<file path="src/rtl/ctrlio_pkg.sv">
package ctrlio_pkg;
  localparam int ADDR_W   = 16;
  localparam int NUM_OUT  = 3;
  localparam int NUM_PORT = 2;
  localparam int DIAG_CNT = 3;
  localparam logic [ADDR_W-1:0] PORT_BASE = 16'h4016;

  typedef enum logic [1:0] {
    ACC_NONE = 2'd0,
    ACC_PORT = 2'd1,
    ACC_DIAG = 2'd2
  } acc_kind_e;
endpackage

</file>
<file path="src/rtl/ctrlio_decode.sv">
module ctrlio_decode
  import ctrlio_pkg::*;
#(
  parameter int AW = ADDR_W,
  parameter int NP = NUM_PORT,
  parameter int ND = DIAG_CNT,
  parameter logic [AW-1:0] BASE = PORT_BASE
) (
  input  logic [AW-1:0] addr,
  output logic [NP-1:0] port_hit,
  output acc_kind_e     kind
);
  localparam logic [AW-1:0] DIAG_LO = BASE + AW'(NP);
  localparam logic [AW-1:0] DIAG_HI = BASE + AW'(NP + ND - 1);

  logic diag_hit;

  for (genvar i = 0; i < NP; i++) begin : g_port
    assign port_hit[i] = (addr == BASE + AW'(i));
  end

  assign diag_hit = (addr >= DIAG_LO) && (addr <= DIAG_HI);

  always_comb begin
    if (|port_hit)     kind = ACC_PORT;
    else if (diag_hit) kind = ACC_DIAG;
    else               kind = ACC_NONE;
  end
endmodule

</file>
<file path="src/rtl/ctrlio_out_latch.sv">
module ctrlio_out_latch #(
  parameter int NO = 3
) (
  input  logic          clk,
  input  logic          rst_n,
  input  logic          phi2,
  input  logic          wr_hit,
  input  logic [NO-1:0] wdata,
  output logic [NO-1:0] out_q
);
  logic [NO-1:0] hold_q;
  logic          pend_q;

  always_ff @(posedge clk or negedge rst_n) begin
    if (!rst_n) begin
      out_q  <= '0;
      hold_q <= '0;
      pend_q <= 1'b0;
    end else if (phi2) begin
      pend_q <= wr_hit;
      if (wr_hit) hold_q <= wdata;
    end else if (pend_q) begin
      out_q  <= hold_q;
      pend_q <= 1'b0;
    end
  end

  a_r2_hold_without_pending: assert property (@(posedge clk) disable iff (!rst_n)
    !pend_q |=> $stable(out_q));
  a_r1_commit_after_phase: assert property (@(posedge clk) disable iff (!rst_n)
    (pend_q && !phi2) |=> (out_q == $past(hold_q)));
endmodule

</file>
<file path="src/rtl/ctrlio_rd_enable.sv">
module ctrlio_rd_enable #(
  parameter int NP = 2
) (
  input  logic          rst_n,
  input  logic          phi2,
  input  logic          rd,
  input  logic          test_en,
  input  logic [NP-1:0] port_hit,
  output logic [NP-1:0] oe_n,
  output logic          rd_valid
);
  logic qual;

  assign qual = rst_n && phi2 && rd && !test_en;

  for (genvar i = 0; i < NP; i++) begin : g_oe
    assign oe_n[i] = !(qual && port_hit[i]);
  end

  assign rd_valid = qual && (|port_hit);
endmodule

</file>
<file path="src/rtl/ctrl_port_reg.sv">
module ctrl_port_reg
  import ctrlio_pkg::*;
#(
  parameter int AW = ADDR_W,
  parameter int NO = NUM_OUT,
  parameter int NP = NUM_PORT,
  parameter int ND = DIAG_CNT,
  parameter logic [AW-1:0] BASE = PORT_BASE
) (
  input  logic          clk,
  input  logic          rst_n,
  input  logic [AW-1:0] addr,
  input  logic [NO-1:0] wdata,
  input  logic          rw,
  input  logic          phi2,
  input  logic          test_en,
  output logic [NO-1:0] out_pins,
  output logic [NP-1:0] oe_n,
  output logic          rd_valid,
  output logic          diag_sel
);
  logic [NP-1:0] port_hit;
  acc_kind_e     kind;
  logic          wr_hit;

  ctrlio_decode #(.AW(AW), .NP(NP), .ND(ND), .BASE(BASE)) i_decode (
    .addr     (addr),
    .port_hit (port_hit),
    .kind     (kind)
  );

  assign wr_hit = !rw && port_hit[0];

  ctrlio_out_latch #(.NO(NO)) i_latch (
    .clk    (clk),
    .rst_n  (rst_n),
    .phi2   (phi2),
    .wr_hit (wr_hit),
    .wdata  (wdata),
    .out_q  (out_pins)
  );

  ctrlio_rd_enable #(.NP(NP)) i_rden (
    .rst_n    (rst_n),
    .phi2     (phi2),
    .rd       (rw),
    .test_en  (test_en),
    .port_hit (port_hit),
    .oe_n     (oe_n),
    .rd_valid (rd_valid)
  );

  assign diag_sel = rst_n && test_en && phi2 && (kind == ACC_DIAG);

  a_r6_test_ports_quiet: assert property (@(posedge clk) disable iff (!rst_n)
    test_en |-> (oe_n == '1 && !rd_valid));
  a_r3_enable_in_read_phase: assert property (@(posedge clk) disable iff (!rst_n)
    (oe_n != '1) |-> (phi2 && rw));
  a_r8_diag_needs_test: assert property (@(posedge clk) disable iff (!rst_n)
    diag_sel |-> (test_en && phi2));
  a_r5_valid_matches_enable: assert property (@(posedge clk) disable iff (!rst_n)
    rd_valid |-> ($countones(~oe_n) == 1));

  always_comb begin
    if (rst_n === 1'b0) begin
      a_r9_reset_quiet: assert (oe_n == '1 && !rd_valid && !diag_sel);
    end
  end
endmodule

</file>
<file path="config.mk">
export PLATFORM = sky130hd
export DESIGN_NAME = ctrl_port_reg
export DESIGN_NICKNAME = d
export VERILOG_FILES = /design/src/rtl/ctrlio_pkg.sv /design/src/rtl/ctrlio_decode.sv /design/src/rtl/ctrlio_out_latch.sv /design/src/rtl/ctrlio_rd_enable.sv /design/src/rtl/ctrl_port_reg.sv
export SDC_FILE = /design/constraint.sdc
export NUM_CORES = 1
export LEC_CHECK = 0
export ABC_AREA = 1
export BUFFER_PORTS_ARGS = -buffer_cell sky130_fd_sc_hd__buf_4
export CAP_MARGIN = 15
export CORE_AREA = 2 2 39 41
export CTS_CLUSTER_SIZE = 12
export DETAILED_ROUTE_END_ITERATION = 8
export DIE_AREA = 0 0 41 43
export GPL_ROUTABILITY_DRIVEN = 0
export GPL_TIMING_DRIVEN = 0
export PLACE_DENSITY = 0.76
export SYNTH_ARGS = -nofsm -noshare
export SYNTH_HDL_FRONTEND = slang
export SYNTH_SLANG_ARGS = --single-unit
export TNS_END_PERCENT = 5
</file>
<file path="constraint.sdc">
create_clock -name clk -period 1.7 [get_ports clk]
set_clock_uncertainty 0.1 [all_clocks]
set_input_delay 0.34 -clock clk [delete_from_list [all_inputs] [get_ports clk]]
set_output_delay 0.34 -clock clk [all_outputs]
set_load 0.05 [all_outputs]
</file>
==> flow_summary.json <==
{
  "path_class": "in -> out",
  "clk_pin_slew_ns": 0.05,
  "leakage_nw": 0.409,
  "overflow": 0,
  "p_per_area_nw_per_um2": 508,
  "core_um2": 1380,
  "drt_iter0_drc": 13,
  "syn-num-nets": 77,
  "drive_gt1_frac": 0.578,
  "antenna_found_initial": 0,
  "initial_core_util": 0.305,
  "ios": 31,
  "syn_inst": 53,
  "min_path_type": "in -> reg",
  "gr-usage-met3": 0.0471,
  "diodes": 0,
  "arrival_ns": 1.18,
  "worstMarginPinSlew_ns": 0.331,
  "cp_slowest_stage_delay_ns": 0.17,
  "grt_busiest_layer": "met2",
  "ys_ff_latch": 7,
  "final_area_um2": 753,
  "htree_num_levels": 1,
  "avgSynthCellArea_um2": 7.96,
  "fin_tns_setup_ns": 0,
  "use_met1": 0.163,
  "clock_sinks": 7,
  "required_ns": 1.26,
  "wirelength_um": 941,
  "grt_pass1_vias": 399,
  "syn2layout_area_growth_pct": 78.6,
  "fmax_mhz": 616,
  "cp_slowest_cell": "nor2_4",
  "numCtsBuffers": 3,
  "clkLatencyLatePin_ns": 0.25,
  "cp_max_fo": 4,
  "yosysWarnings": 0,
  "place_area_um2": 691,
  "status": "finished, final reports clean",
  "ys_types": 15,
  "cts_root_buffer": "clkbuf_4",
  "max_cap_violations": 0,
  "port_buffers": 30,
  "finalSetupViolCount": 0,
  "vias_per_cell": 4.36,
  "grtUsageTotal": 0.132,
  "routedWlPerCell_um": 8.88,
  "drv_slew": 0,
  "grt_pass1_wl_mm": 1.55,
  "crit_family": "simple AND/OR/NAND/NOR gates",
  "tritoncts": "yes",
  "rsz0062_at_grt": "false",
  "end_kind": "primary output",
  "min_period_over_period": 0.955,
  "grtUsageMet2": 0.188,
  "maxSlewHeadroom": 0.778,
  "post-dp-hpwl_um": 793,
  "mostFrequentLayoutCell": "buf_4",
  "path_cells": "buf_4 > nor2_1 > nand2_1 > nor2_4 > inv_2 > nor3_4 > buf_6",
  "antenna_left": 0,
  "drc": 0,
  "grt_max_degree": 8,
  "first_pass_iters": 4,
  "nets": 115,
  "die_w_um": 41,
  "report.power.total_mw": 0.383,
  "num_vias": 462,
  "synth_seq_area_share": 0.415,
  "placementRows": 14,
  "cp_num_buf_inv": 3,
  "die_h_um": 43,
  "startpoint_type": "input pin",
  "fin_crit_ns": 1.62,
  "ir_drop_uv": 366,
  "netlist_area_um2": 422,
  "hold_viol": 0,
  "final_cell_mix": "buf_4 (31), nand2_1 (10), nor2_1 (7), dfrtp_1 (7), inv_1 (6)",
  "clockBufferDepth": 2,
  "die-area_um2": 1760
}
-- area by class of cell --
class                   count  area, um2
fillers                   136        631
repair buffers             33        254
multi-input cells          39        251
flip-flops and latches      7        175
clock buffers               4       26.3
inverters                   7       26.3
well taps                  16       20.0
-- synthesized netlist by cell type --
| master | count | area, um2 |
|---|---|---|
| nor2_1 | 8 | 30.0 |
| mux2_2 | 3 | 33.8 |
| nor2_2 | 2 | 12.5 |
| nor3b_1 | 1 | 7.51 |
| nand2_2 | 2 | 12.5 |
| nand4_1 | 4 | 25.0 |
| dfrtp_1 | 7 | 175 |
| nand2_1 | 11 | 41.3 |
| nand3_2 | 1 | 10.0 |
| nor2_4 | 2 | 22.5 |
| inv_2 | 1 | 3.75 |
| a21oi_1 | 1 | 5.00 |
| nand3_1 | 3 | 15.0 |
| inv_1 | 6 | 22.5 |
| nor3_1 | 1 | 5.00 |
-- layer usage --
layer	vias up	routed length, um
li1	245	-
met1	192	408
met2	25	451
met3	0	82
met4	0	0
met5	-	0
-- sequential cells by signal, summed over array words and instances, names as in the netlist --
signal and flops:
i_latch.out_q 3, i_latch.hold_q 3, i_latch.pend_q 1
-- worst paths after layout --
path                                   start                end  slack, ns  depth (start not counted)
setup / recovery                    addr[13]           diag_sel       0.08                          7
hold / removal                      wdata[0]  i_latch.hold_q[0]       0.24                          3
setup reg to reg              i_latch.pend_q   i_latch.out_q[2]       0.67                          2
hold reg to reg            i_latch.hold_q[0]  i_latch.hold_q[0]       0.37                          2
max in group asynchronous              rst_n  i_latch.hold_q[1]       0.84                          2
min in group asynchronous              rst_n     i_latch.pend_q       0.42                          2
-- where the power goes --
group          leakage [nW]  switching [mW]  internal, mW
registers            0.0979      0.00000653         0.167
logic                 0.296          0.0259        0.0417
clock network        0.0150          0.0589        0.0894
-- through the flow --
stage | std cells | util | setup slack, ns | hold WS [ns]
after detailed placement | 99 | 0.499 | -0.0697 | 0.0599
final | 106 | 0.544 | 0.0768 | 0.245
after global routing | 106 | 0.544 | 0.00556 | 0.269
after CTS | 104 | 0.529 | -0.0166 | 0.245
after floorplan | 53 | - | -0.121 | -0.0556
after global placement | 99 | 0.499 | -0.0605 | 0.0565
-- kinds of logic after synthesis --
| kind of cell | share of synthesized area |
|---|---|
| compound gates | 0.0119 |
| buf+inv | 0.0623 |
| flops | 0.415 |
| mux | 0.0801 |
| simple gates | 0.430 |
-- tightest hold or removal path, delay by kind of cell --
family | cells | cell delay [ns]
AND/OR/NAND/NOR | 2 | 0.15
buffers and inverters | 1 | 0.08
-- what timing repair did --
action / in CTS / in global routing
setup buffers: 0 / 2
gates cloned: 0 / 0
endpoints found under the hold margin: 7 / 0
resized for setup: 1 / 2
pin swaps: 0 / 2
hold buffers: 1 / 0
endpoints found under the setup margin: 4 / 2
No activity file was read; power rests on OpenSTA's default activity.
